### config.mk
export PLATFORM = sky130hd
export DESIGN_NAME = dma_xfer_engine
export DESIGN_NICKNAME = d
export VERILOG_FILES = /design/src/rtl/dma_pkg.sv /design/src/rtl/dma_datapath.sv /design/src/rtl/dma_control.sv /design/src/rtl/dma_xfer_engine.sv
export SDC_FILE = /design/constraint.sdc
export NUM_CORES = 1
export LEC_CHECK = 0
export ABC_AREA = 1
export BUFFER_PORTS_ARGS = -buffer_cell sky130_fd_sc_hd__buf_4
export CAP_MARGIN = 20
export CORE_UTILIZATION = 56
export CTS_CLUSTER_DIAMETER = 40
export DETAILED_ROUTE_END_ITERATION = 10
export GPL_TIMING_DRIVEN = 0
export PLACE_DENSITY = 0.86
export SYNTH_ARGS = -nofsm -noshare
export SYNTH_HDL_FRONTEND = slang
export SYNTH_SLANG_ARGS = --single-unit
### constraint.sdc
create_clock -name clk -period 4.8 [get_ports clk]
set_clock_uncertainty 0.1 [all_clocks]
set_input_delay 0 -clock clk [delete_from_list [all_inputs] [get_ports clk]]
set_output_delay 0 -clock clk [all_outputs]
set_load 0.01 [all_outputs]
### src/rtl/dma_pkg.sv
package dma_pkg;
  typedef enum logic [1:0] {
    ST_IDLE,
    ST_ARMED,
    ST_HOLDWAIT,
    ST_BURST
  } dmaState_t;

  typedef struct packed {
    logic cfgOpen;
    logic step;
  } dmaStrobe_t;

  localparam logic [1:0] SEL_ADDR  = 2'd0;
  localparam logic [1:0] SEL_COUNT = 2'd1;
  localparam logic [1:0] SEL_MODE  = 2'd2;

  localparam int MODE_BURST_BIT = 0;
  localparam int MODE_DIR_BIT   = 1;
  localparam int MODE_W         = 2;
endpackage

### src/rtl/dma_datapath.sv
module dma_datapath
  import dma_pkg::*;
#(
  parameter int ADDR_W = 16,
  parameter int CNT_W  = 16,
  parameter int DATA_W = 8
) (
  input  logic              clk,
  input  logic              rstN,
  input  dmaStrobe_t        strobe,
  input  logic              regWe,
  input  logic [1:0]        regSel,
  input  logic [ADDR_W-1:0] regWdata,
  input  logic [DATA_W-1:0] memRdata,
  input  logic [DATA_W-1:0] perRdata,
  output logic [ADDR_W-1:0] memAddr,
  output logic [DATA_W-1:0] memWdata,
  output logic [DATA_W-1:0] perWdata,
  output logic              modeBurst,
  output logic              modeDir,
  output logic              lastBeat,
  output logic              armReq
);
  localparam logic [CNT_W-1:0] CNT_ONE = CNT_W'(1);

  logic [ADDR_W-1:0] curAddr;
  logic [CNT_W-1:0]  remCount;
  logic [MODE_W-1:0] modeReg;
  logic              cfgWrite;
  logic              countNonZero;

  assign cfgWrite     = strobe.cfgOpen && regWe;
  assign countNonZero = |regWdata[CNT_W-1:0];
  assign armReq       = cfgWrite && (regSel == SEL_COUNT) && countNonZero;

  always_ff @(posedge clk) begin
    if (!rstN) begin
      curAddr  <= '0;
      remCount <= '0;
      modeReg  <= '0;
    end else if (cfgWrite) begin
      case (regSel)
        SEL_ADDR:  curAddr <= regWdata;
        SEL_COUNT: if (countNonZero) remCount <= regWdata[CNT_W-1:0];
        SEL_MODE:  modeReg <= regWdata[MODE_W-1:0];
        default:   ;
      endcase
    end else if (strobe.step) begin
      curAddr  <= curAddr + ADDR_W'(1);
      remCount <= remCount - CNT_ONE;
    end
  end

  assign memAddr   = curAddr;
  assign memWdata  = perRdata;
  assign perWdata  = memRdata;
  assign modeBurst = modeReg[MODE_BURST_BIT];
  assign modeDir   = modeReg[MODE_DIR_BIT];
  assign lastBeat  = (remCount == CNT_ONE);

  // a zero count written while idle leaves the stored count alone
  assert_zero_count_ignored_R2: assert property (@(posedge clk) disable iff (!rstN)
    (cfgWrite && regSel == SEL_COUNT && !countNonZero) |=> $stable(remCount));

  // no transfer is ever issued with nothing left to move
  assert_step_has_count_R8: assert property (@(posedge clk) disable iff (!rstN)
    strobe.step |-> (remCount != '0));
endmodule

### src/rtl/dma_control.sv
module dma_control
  import dma_pkg::*;
(
  input  logic       clk,
  input  logic       rstN,
  input  logic       armReq,
  input  logic       modeBurst,
  input  logic       lastBeat,
  input  logic       perReq,
  input  logic       holdAck,
  input  logic       busIdle,
  output dmaStrobe_t strobe,
  output logic       holdReq,
  output logic       done,
  output logic       irq
);
  dmaState_t state, stateNext;
  logic      step;
  logic      finish;

  always_comb begin
    stateNext = state;
    step      = 1'b0;
    holdReq   = 1'b0;
    case (state)
      ST_IDLE: if (armReq) stateNext = ST_ARMED;
      ST_ARMED: begin
        if (modeBurst) begin
          if (perReq) stateNext = ST_HOLDWAIT;
        end else begin
          step = perReq && busIdle;
          if (step && lastBeat) stateNext = ST_IDLE;
        end
      end
      ST_HOLDWAIT: begin
        holdReq = 1'b1;
        if (holdAck) stateNext = ST_BURST;
      end
      ST_BURST: begin
        holdReq = 1'b1;
        step    = holdAck && perReq;
        if (step && lastBeat) stateNext = ST_IDLE;
      end
      default: stateNext = ST_IDLE;
    endcase
  end

  assign finish         = step && lastBeat;
  assign strobe.step    = step;
  assign strobe.cfgOpen = (state == ST_IDLE);

  always_ff @(posedge clk) begin
    if (!rstN) begin
      state <= ST_IDLE;
      done  <= 1'b0;
      irq   <= 1'b0;
    end else begin
      state <= stateNext;
      irq   <= finish;
      if (finish)      done <= 1'b1;
      else if (armReq) done <= 1'b0;
    end
  end

  // a hold-mode access only follows a cycle in which the bus was requested
  assert_burst_after_hold_R3: assert property (@(posedge clk) disable iff (!rstN)
    (step && modeBurst) |-> $past(holdReq));

  // steal mode never asks for the bus
  assert_steal_no_hold_R5: assert property (@(posedge clk) disable iff (!rstN)
    !modeBurst |-> !holdReq);

  // an access needs either the grant or an idle processor cycle
  assert_grant_or_idle_R6: assert property (@(posedge clk) disable iff (!rstN)
    step |-> (holdAck || busIdle));

  // no access without a peripheral request
  assert_request_gates_R10: assert property (@(posedge clk) disable iff (!rstN)
    step |-> perReq);

  // interrupt lasts one cycle and comes with the bus released
  assert_irq_pulse_R9: assert property (@(posedge clk) disable iff (!rstN)
    irq |=> !irq);
  assert_irq_released_R9: assert property (@(posedge clk) disable iff (!rstN)
    irq |-> (done && !holdReq));
endmodule

### src/rtl/dma_xfer_engine.sv
module dma_xfer_engine
  import dma_pkg::*;
#(
  parameter int ADDR_W = 16,
  parameter int CNT_W  = 16,
  parameter int DATA_W = 8
) (
  input  logic              clk,
  input  logic              rstN,
  input  logic              regWe,
  input  logic [1:0]        regSel,
  input  logic [ADDR_W-1:0] regWdata,
  input  logic              perReq,
  input  logic [DATA_W-1:0] perRdata,
  output logic [DATA_W-1:0] perWdata,
  output logic              perAck,
  output logic              holdReq,
  input  logic              holdAck,
  input  logic              busIdle,
  output logic              memEn,
  output logic              memWe,
  output logic [ADDR_W-1:0] memAddr,
  output logic [DATA_W-1:0] memWdata,
  input  logic [DATA_W-1:0] memRdata,
  output logic              done,
  output logic              irq
);
  dmaStrobe_t strobe;
  logic       modeBurst;
  logic       modeDir;
  logic       lastBeat;
  logic       armReq;

  dma_datapath #(
    .ADDR_W(ADDR_W),
    .CNT_W (CNT_W),
    .DATA_W(DATA_W)
  ) i_datapath (
    .clk      (clk),
    .rstN     (rstN),
    .strobe   (strobe),
    .regWe    (regWe),
    .regSel   (regSel),
    .regWdata (regWdata),
    .memRdata (memRdata),
    .perRdata (perRdata),
    .memAddr  (memAddr),
    .memWdata (memWdata),
    .perWdata (perWdata),
    .modeBurst(modeBurst),
    .modeDir  (modeDir),
    .lastBeat (lastBeat),
    .armReq   (armReq)
  );

  dma_control i_control (
    .clk      (clk),
    .rstN     (rstN),
    .armReq   (armReq),
    .modeBurst(modeBurst),
    .lastBeat (lastBeat),
    .perReq   (perReq),
    .holdAck  (holdAck),
    .busIdle  (busIdle),
    .strobe   (strobe),
    .holdReq  (holdReq),
    .done     (done),
    .irq      (irq)
  );

  assign memEn  = strobe.step;
  assign memWe  = strobe.step && !modeDir;
  assign perAck = strobe.step;

  // a read toward the peripheral never writes memory
  assert_dir_read_no_write_R7: assert property (@(posedge clk) disable iff (!rstN)
    (memEn && modeDir) |-> !memWe);
endmodule

==> flow_metrics.tcl, run 1 <==
set metrics [dict create \
    antenna_cells 0 \
    crit_arrival_ns 2.14 \
    cp.required_ns 4.89 \
    areaGrowthSynthToFinish_pct 30.00 \
    port_buffers 61 \
    grt_util_met1_pct 35.32 \
    cts_root_buf "clkbuf_8" \
    start_util_pct 58.53 \
    synth_most_common_cell "nand2_1" \
    postSynth.asyncResetShare_pct 0 \
    grt_pass1_wl_um 11810 \
    core_area_sq_mm 0.004354 \
    grt_pass1_vias 2639 \
    rows 24 \
    htree_levels 2 \
    drtAntennaViolNets 0 \
    fin_crit_sh_pct 42.82 \
    drc 0 \
    fmax_mhz 486.6 \
    clk_latency_ns 0.30 \
    holdBufCountCts 15 \
    yosys-top-cells-count "93 x nand2_1, 49 x nor2_1, 45 x inv_1, 41 x o21ai_0, 38 x dfxtp_1" \
    synth_seq_cells 38 \
    cap_violations 0 \
    status "complete, no violations" \
    dr.pass1.iters 6 \
    cts_tree "done" \
    clkSinkCount 38 \
    gp_congestion 0.8957 \
    ys_seq_area_share_pct 29.85 \
    fin_setup_tns_ns 0 \
    ys_warn_count 0 \
    syn-cell-area_sq_mm 0.002549 \
    end_kind "flop" \
    finalNetCount 521 \
    cp_slowest_cell "dlygate4sd3_1" \
    num_vias 2989 \
    p_leak_nw 1.589 \
    netlist_top_cells_area "dfxtp_1 30%, nand2_1 14%, o21ai_0 8.1%" \
    grt_usage_pct 30.69 \
    utilization_pct 76.09 \
    dieWidth_um 69.46 \
    syn_inst 395 \
    path_cells "nor2_2, nand2_4, nor3_1, inv_1, o21ai_0, a21oi_1, dlygate4sd3_1" \
    slowest_delay_ns 0.57 \
    crit_fanout 9 \
    synthFlopType "dfxtp_1" \
    rr_worst_depth 7 \
    busiest_layer "met2" \
    clk_path_buf_depth 2 \
    worstReg2RegEnd "i_datapath.modeReg[0]" \
    dr.first_iter.drc_count 342 \
    crit_end "i_datapath.modeReg[0]" \
    antenna_found_initial 0 \
    met2_usage_pct 53.40 \
    rsz0062_at_grt "no" \
    cts_resized 0 \
    dp_hpwl_um 5226 \
    post-cts-setup-buffers 0 \
    fin_cells 531 \
    drive_gt1_share_pct 21.50 \
    avgRoutedWirePerCell_um 14.26 \
    grt_max_degree 12 \
    vdd_drop_max_uv 209.0 \
    die-area_sq_mm 0.004825 \
    rrSetupSlack_ns 2.74 \
    synth_area_leader_cell "dfxtp_1" \
    hp-class "primary input to flop" \
    synth_fp_nets 438 \
    use_met3_pct 7.122 \
    p_per_area_mw_per_mm2 314.6 \
    synth-edff-count 0 \
    num-fill-cells 338 \
    grt-ovfl-total 0 \
    slew_headroom_pct 64.47 \
    period_needed_ns 2.055 \
    synth_top_area_share_pct 29.85 \
    synth_cell_types 31 \
    finalWirelength_um 7574 \
    clkTransAtPathRegs_ns 0.08 \
    dp_cells 508 \
    worstSetupPathType "flop to flop" \
    via_per_inst 5.629 \
    worstMarginPinSlew_ns 0.5329 \
    setup_violations 0 \
    finalHoldViolations 0 \
    io_pins 78 \
    cts_made_buffers 5 \
    die_h_um 69.46 \
    slew_violations 0 \
    cp-start-kind "flop" \
    syn_avg_cell_area_sq_um 6.452 \
]
==> critical path, delay by kind of cell, from the launching register on <==
kind            cells  cell delay (ns)
compound gates      2             0.24
buf+inv             2             0.69
flops               1             0.38
simple gates        3             0.54
==> power by group <==
group	internal (mW)	switching [mW]	total, mW
Clock	0.116	0.117	0.233
Combinational	0.176	0.244	0.421
Sequential	0.350	0.0380	0.388
Total	0.643	0.400	1.04
==> routing by layer <==
layer  wire length, um  part of all wire, %  up-vias
met2              3667                   48      183
met4               274                  3.6        0
li1                  -                    -     1429
met1              2892                   38     1340
met3               739                  9.8       37
met5                 0                    0        -
==> per-stage QoR <==
step	hold slack [ns]	worst slack, ns	power (mW)	area (sq um)
global route	0.04285	2.651	1.099	3313
finish	0.01280	2.745	1.042	3313
global placement	0.07624	3.089	0.7816	3072
detailed placement	0.07695	3.063	0.7908	3072
floorplan	-0.008235	3.259	0.6682	2549
CTS	0.004519	2.846	1.034	3313
==> placed cells by master, fill, tap and decap left out <==
| cell | Yosys | layout |
|---|---|---|
| xor2_1 | 8 | 8 |
| nand2_1 | 93 | 93 |
| nor2_2 | 2 | 2 |
| clkinv_4 | 1 | 1 |
| o31ai_1 | 1 | 1 |
| dlygate4sd3_1 | 0 | 15 |
| nand4_1 | 2 | 2 |
| o211ai_1 | 3 | 3 |
| inv_1 | 45 | 45 |
| nand3_1 | 17 | 17 |
| clkbuf_1 | 4 | 5 |
| nand2_2 | 2 | 2 |
| nand2_4 | 2 | 2 |
| o21bai_1 | 3 | 3 |
| buf_2 | 2 | 2 |
| xnor2_1 | 2 | 2 |
| clkbuf_8 | 2 | 8 |
| a31oi_1 | 12 | 12 |
| o21ai_0 | 41 | 41 |
| buf_6 | 4 | 4 |
| nor4_1 | 2 | 2 |
| dfxtp_1 | 38 | 38 |
| o2111ai_1 | 1 | 1 |
| nor2_1 | 49 | 49 |
| buf_4 | 18 | 79 |
| ha_1 | 3 | 3 |
| a31o_2 | 1 | 1 |
| o31ai_4 | 1 | 1 |
| a21oi_1 | 21 | 21 |
| o21ai_1 | 3 | 3 |
| nor3_1 | 8 | 8 |
| nand3b_1 | 4 | 4 |
| clkinv_2 | 0 | 1 |
==> sequential cells by signal (all words and copies together), names as in the netlist, named ones only <==
name,flops
i_control.done,1
i_datapath.remCount,16
i_datapath.memAddr,16
i_datapath.modeReg,2
i_control.irq,1
i_control.state,1
==> cells by family (layout without fill, tap and decap cells) <==
| logic type | count (synthesis) | after routing | share of synthesized area [%] |
|---|---|---|---|
| and+or+nand+nor | 181 | 181 | 29.85 |
| AOI/OAI and AO/OA | 87 | 87 | 19.29 |
| buffers and inverters | 76 | 160 | 16.10 |
| DFF | 38 | 38 | 29.85 |
| xor gates and xnor gates | 10 | 10 | 3.437 |
| adders and majority gates | 3 | 3 | 1.473 |
==> area by class of cell <==
cell class                 instances  area, sq um  area share [%]
tap                               52        65.06           1.964
clock inverter                     1        5.005          0.1511
clock buffer                       7        86.33           2.606
multi-input combinational        281         1378           41.58
buffer                            30        232.7           7.024
inverter                          46        177.7           5.363
sequential                        38        760.7           22.96
timing repair buffer              76        608.1           18.35
==> worst min-delay path by stage <==
stage                startpoint                     to  cells past startpoint
floorplan           perRdata[0]            memWdata[0]                      1
global placement    perRdata[2]            memWdata[2]                      2
detailed placement  perRdata[5]            memWdata[5]                      2
CTS                   regSel[0]  i_datapath.modeReg[1]                      4
global route        regWdata[7]  i_datapath.memAddr[7]                      5
finish                regSel[0]  i_datapath.modeReg[1]                      4
Power figures use the tool's default switching activity.
==> inputs of run 2 (changes only) <==
--- a/config.mk
+++ b/config.mk
@@ -8,11 +8,11 @@
 export ABC_AREA = 1
 export BUFFER_PORTS_ARGS = -buffer_cell sky130_fd_sc_hd__buf_4
 export CAP_MARGIN = 20
-export CORE_UTILIZATION = 56
+export CORE_UTILIZATION = 52
 export CTS_CLUSTER_DIAMETER = 40
 export DETAILED_ROUTE_END_ITERATION = 10
 export GPL_TIMING_DRIVEN = 0
-export PLACE_DENSITY = 0.86
+export PLACE_DENSITY = 0.81
 export SYNTH_ARGS = -nofsm -noshare
 export SYNTH_HDL_FRONTEND = slang
 export SYNTH_SLANG_ARGS = --single-unit
==> constraint.sdc (replaced) <==
create_clock -name clk -period 2 [get_ports clk]
set_clock_uncertainty 0.1 [all_clocks]
set_input_delay 0 -clock clk [delete_from_list [all_inputs] [get_ports clk]]
set_output_delay 0 -clock clk [all_outputs]
set_load 0.01 [all_outputs]
==> flow_metrics.tcl, run 2 (synthesized netlist as in run 1, its figures left out) <==
set metrics [dict create \
    status "complete, no violations" \
    min_to "i_datapath.remCount[15]" \
    worstReg2RegEnd "i_datapath.modeReg[0]" \
    port_buffers 61 \
    utilization_pct 70.28 \
    fmax_mhz 529.5 \
    grt_pass1_wl_um 11770 \
    grt_max_degree 11 \
    slowest_delay_ns 0.57 \
    dieWidth_um 72.01 \
    drtAntennaViolNets 0 \
    cts_made_buffers 5 \
    fin_setup_tns_ns 0 \
    p_per_area_mw_per_mm2 733.1 \
    start_util_pct 53.96 \
    path_cells "nor2_4, nand2_4, nor3_2, inv_1, o21ai_0, a21oi_1, dlygate4sd3_1" \
    clkSinkCount 38 \
    cp_slowest_cell "dlygate4sd3_1" \
    core_area_sq_mm 0.004723 \
    rr_worst_depth 7 \
    slew_headroom_pct 61.65 \
    dp_cells 523 \
    areaGrowthSynthToFinish_pct 30.24 \
    cts_tree "done" \
    htree_levels 2 \
    worstMarginPinSlew_ns 0.5700 \
    die-area_sq_mm 0.005185 \
    period_needed_ns 1.889 \
    clk_path_buf_depth 2 \
    io_pins 78 \
    cap_violations 0 \
    crit_arrival_ns 1.96 \
    vdd_drop_max_uv 366.2 \
    grt_usage_pct 28.55 \
    gp_congestion 0.8846 \
    grt_pass1_vias 2699 \
    critPathTopFamily "buffers and inverters" \
    rows 25 \
    dp_hpwl_um 5264 \
    cts_root_buf "clkbuf_8" \
    rrSetupSlack_ns 0.11 \
    dr.first_iter.drc_count 209 \
    fin_cells 544 \
    clkTransAtPathRegs_ns 0.07 \
    drive_gt1_share_pct 21.80 \
    dr.pass1.iters 5 \
    finalNetCount 520 \
    antenna_found_initial 0 \
    critPathBufInv 2 \
    fin_crit_sh_pct 94.43 \
    cp.required_ns 2.07 \
    via_per_inst 5.298 \
    slew_violations 0 \
    end_kind "flop" \
    cp-start-kind "flop" \
    hp-start "regWdata[15]" \
    clk_latency_ns 0.29 \
    crit_fanout 9 \
    avgRoutedWirePerCell_um 13.04 \
    layout_commonest_cell "nand2_1" \
    num-fill-cells 414 \
    finalWirelength_um 7094 \
    grt-ovfl-total 0 \
    finalHoldViolations 0 \
    die_h_um 72.01 \
    antenna_cells 0 \
    setup_violations 0 \
    holdPathStages 3 \
    num_vias 2882 \
    power_mw 2.434 \
    post-cts-setup-buffers 0 \
    worstSetupPathType "flop to flop" \
    hp-class "primary input to flop" \
    final_cell_mix "93 x nand2_1, 79 x buf_4, 49 x nor2_1, 45 x inv_1, 41 x o21ai_0" \
    drc 0 \
    p_leak_nw 1.582 \
]
==> run 2: cell count changes in the layout (fill, tap and decap cells not counted) <==
cell / before / now
dfxtp_1: 38 / 36
dfxtp_2: 0 / 2
clkbuf_1: 5 / 6
clkbuf_8: 8 / 7
clkinv_2: 1 / 0
dlygate4sd3_1: 15 / 14
nor2_2: 2 / 1
nor2_4: 0 / 1
nor3_1: 8 / 7
nor3_2: 0 / 1
==> run 2: per-layer routing <==
| metal | share of wire (%) | track usage [%] |
|---|---|---|
| met3 | 6.3 | 4.583 |
| met2 | 49 | 51.36 |
| met1 | 42 | 34.25 |
| met4 | 2.6 | 10.46 |
| met5 | 0 | 0 |
==> run 2: layout make-up <==
type	instances	area (sq um)	area share [%]
Buffer	30	232.7	7.011
Clock buffer	7	76.32	2.299
Tap cell	67	83.83	2.525
Timing Repair Buffer	75	598.1	18.02
Sequential cell	38	763.2	22.99
Multi-Input combinational cell	281	1388	41.80
Inverter	46	177.7	5.352
==> run 2: through the flow <==
stage	area, sq um	hold WS, ns	setup WS, ns
2_1_floorplan	2549	-0.008235	0.4585
6_report	3319	0.01171	0.1114
4_1_cts	3307	0.002637	0.05064
3_5_place_dp	3090	0.07640	0.2542
5_1_grt	3319	0.01791	-0.005442
3_3_place_gp	3090	0.07590	0.2832
==> run 2: how the worst max path moves through the flow <==
stage,from,end,slack [ns],depth (start not counted)
3_5_place_dp,i_datapath.memAddr[7],i_datapath.memAddr[10],0.25,7
6_report,flop,i_datapath.modeReg[0],0.11,7
2_1_floorplan,i_datapath.memAddr[0],i_datapath.memAddr[15],0.46,9
5_1_grt,flop,i_datapath.modeReg[0],-0.005,7
4_1_cts,i_control.state[0],i_datapath.modeReg[0],0.05,7
3_3_place_gp,flop,i_datapath.memAddr[5],0.28,7
==> run 2: power breakdown <==
part | leakage [nW] | total [mW] | internal [mW] | switching, mW
logic | 1.23 | 0.997 | 0.424 | 0.573
clock network | 0.0383 | 0.499 | 0.240 | 0.259
registers | 0.311 | 0.937 | 0.842 | 0.0949
==> run 2: tightest hold or removal path, stage by stage <==
cell,delay [ns]
buf_4,0.11
nand2_1,0.14
a31oi_1,0.10
==> run 2: repair_timing <==
| item | CTS | global route |
|---|---|---|
| hold buffers | 14 | 0 |
| hold endpoints to repair | 16 | 0 |
| resized for setup | 0 | 4 |
| setup endpoints to repair | 0 | 2 |
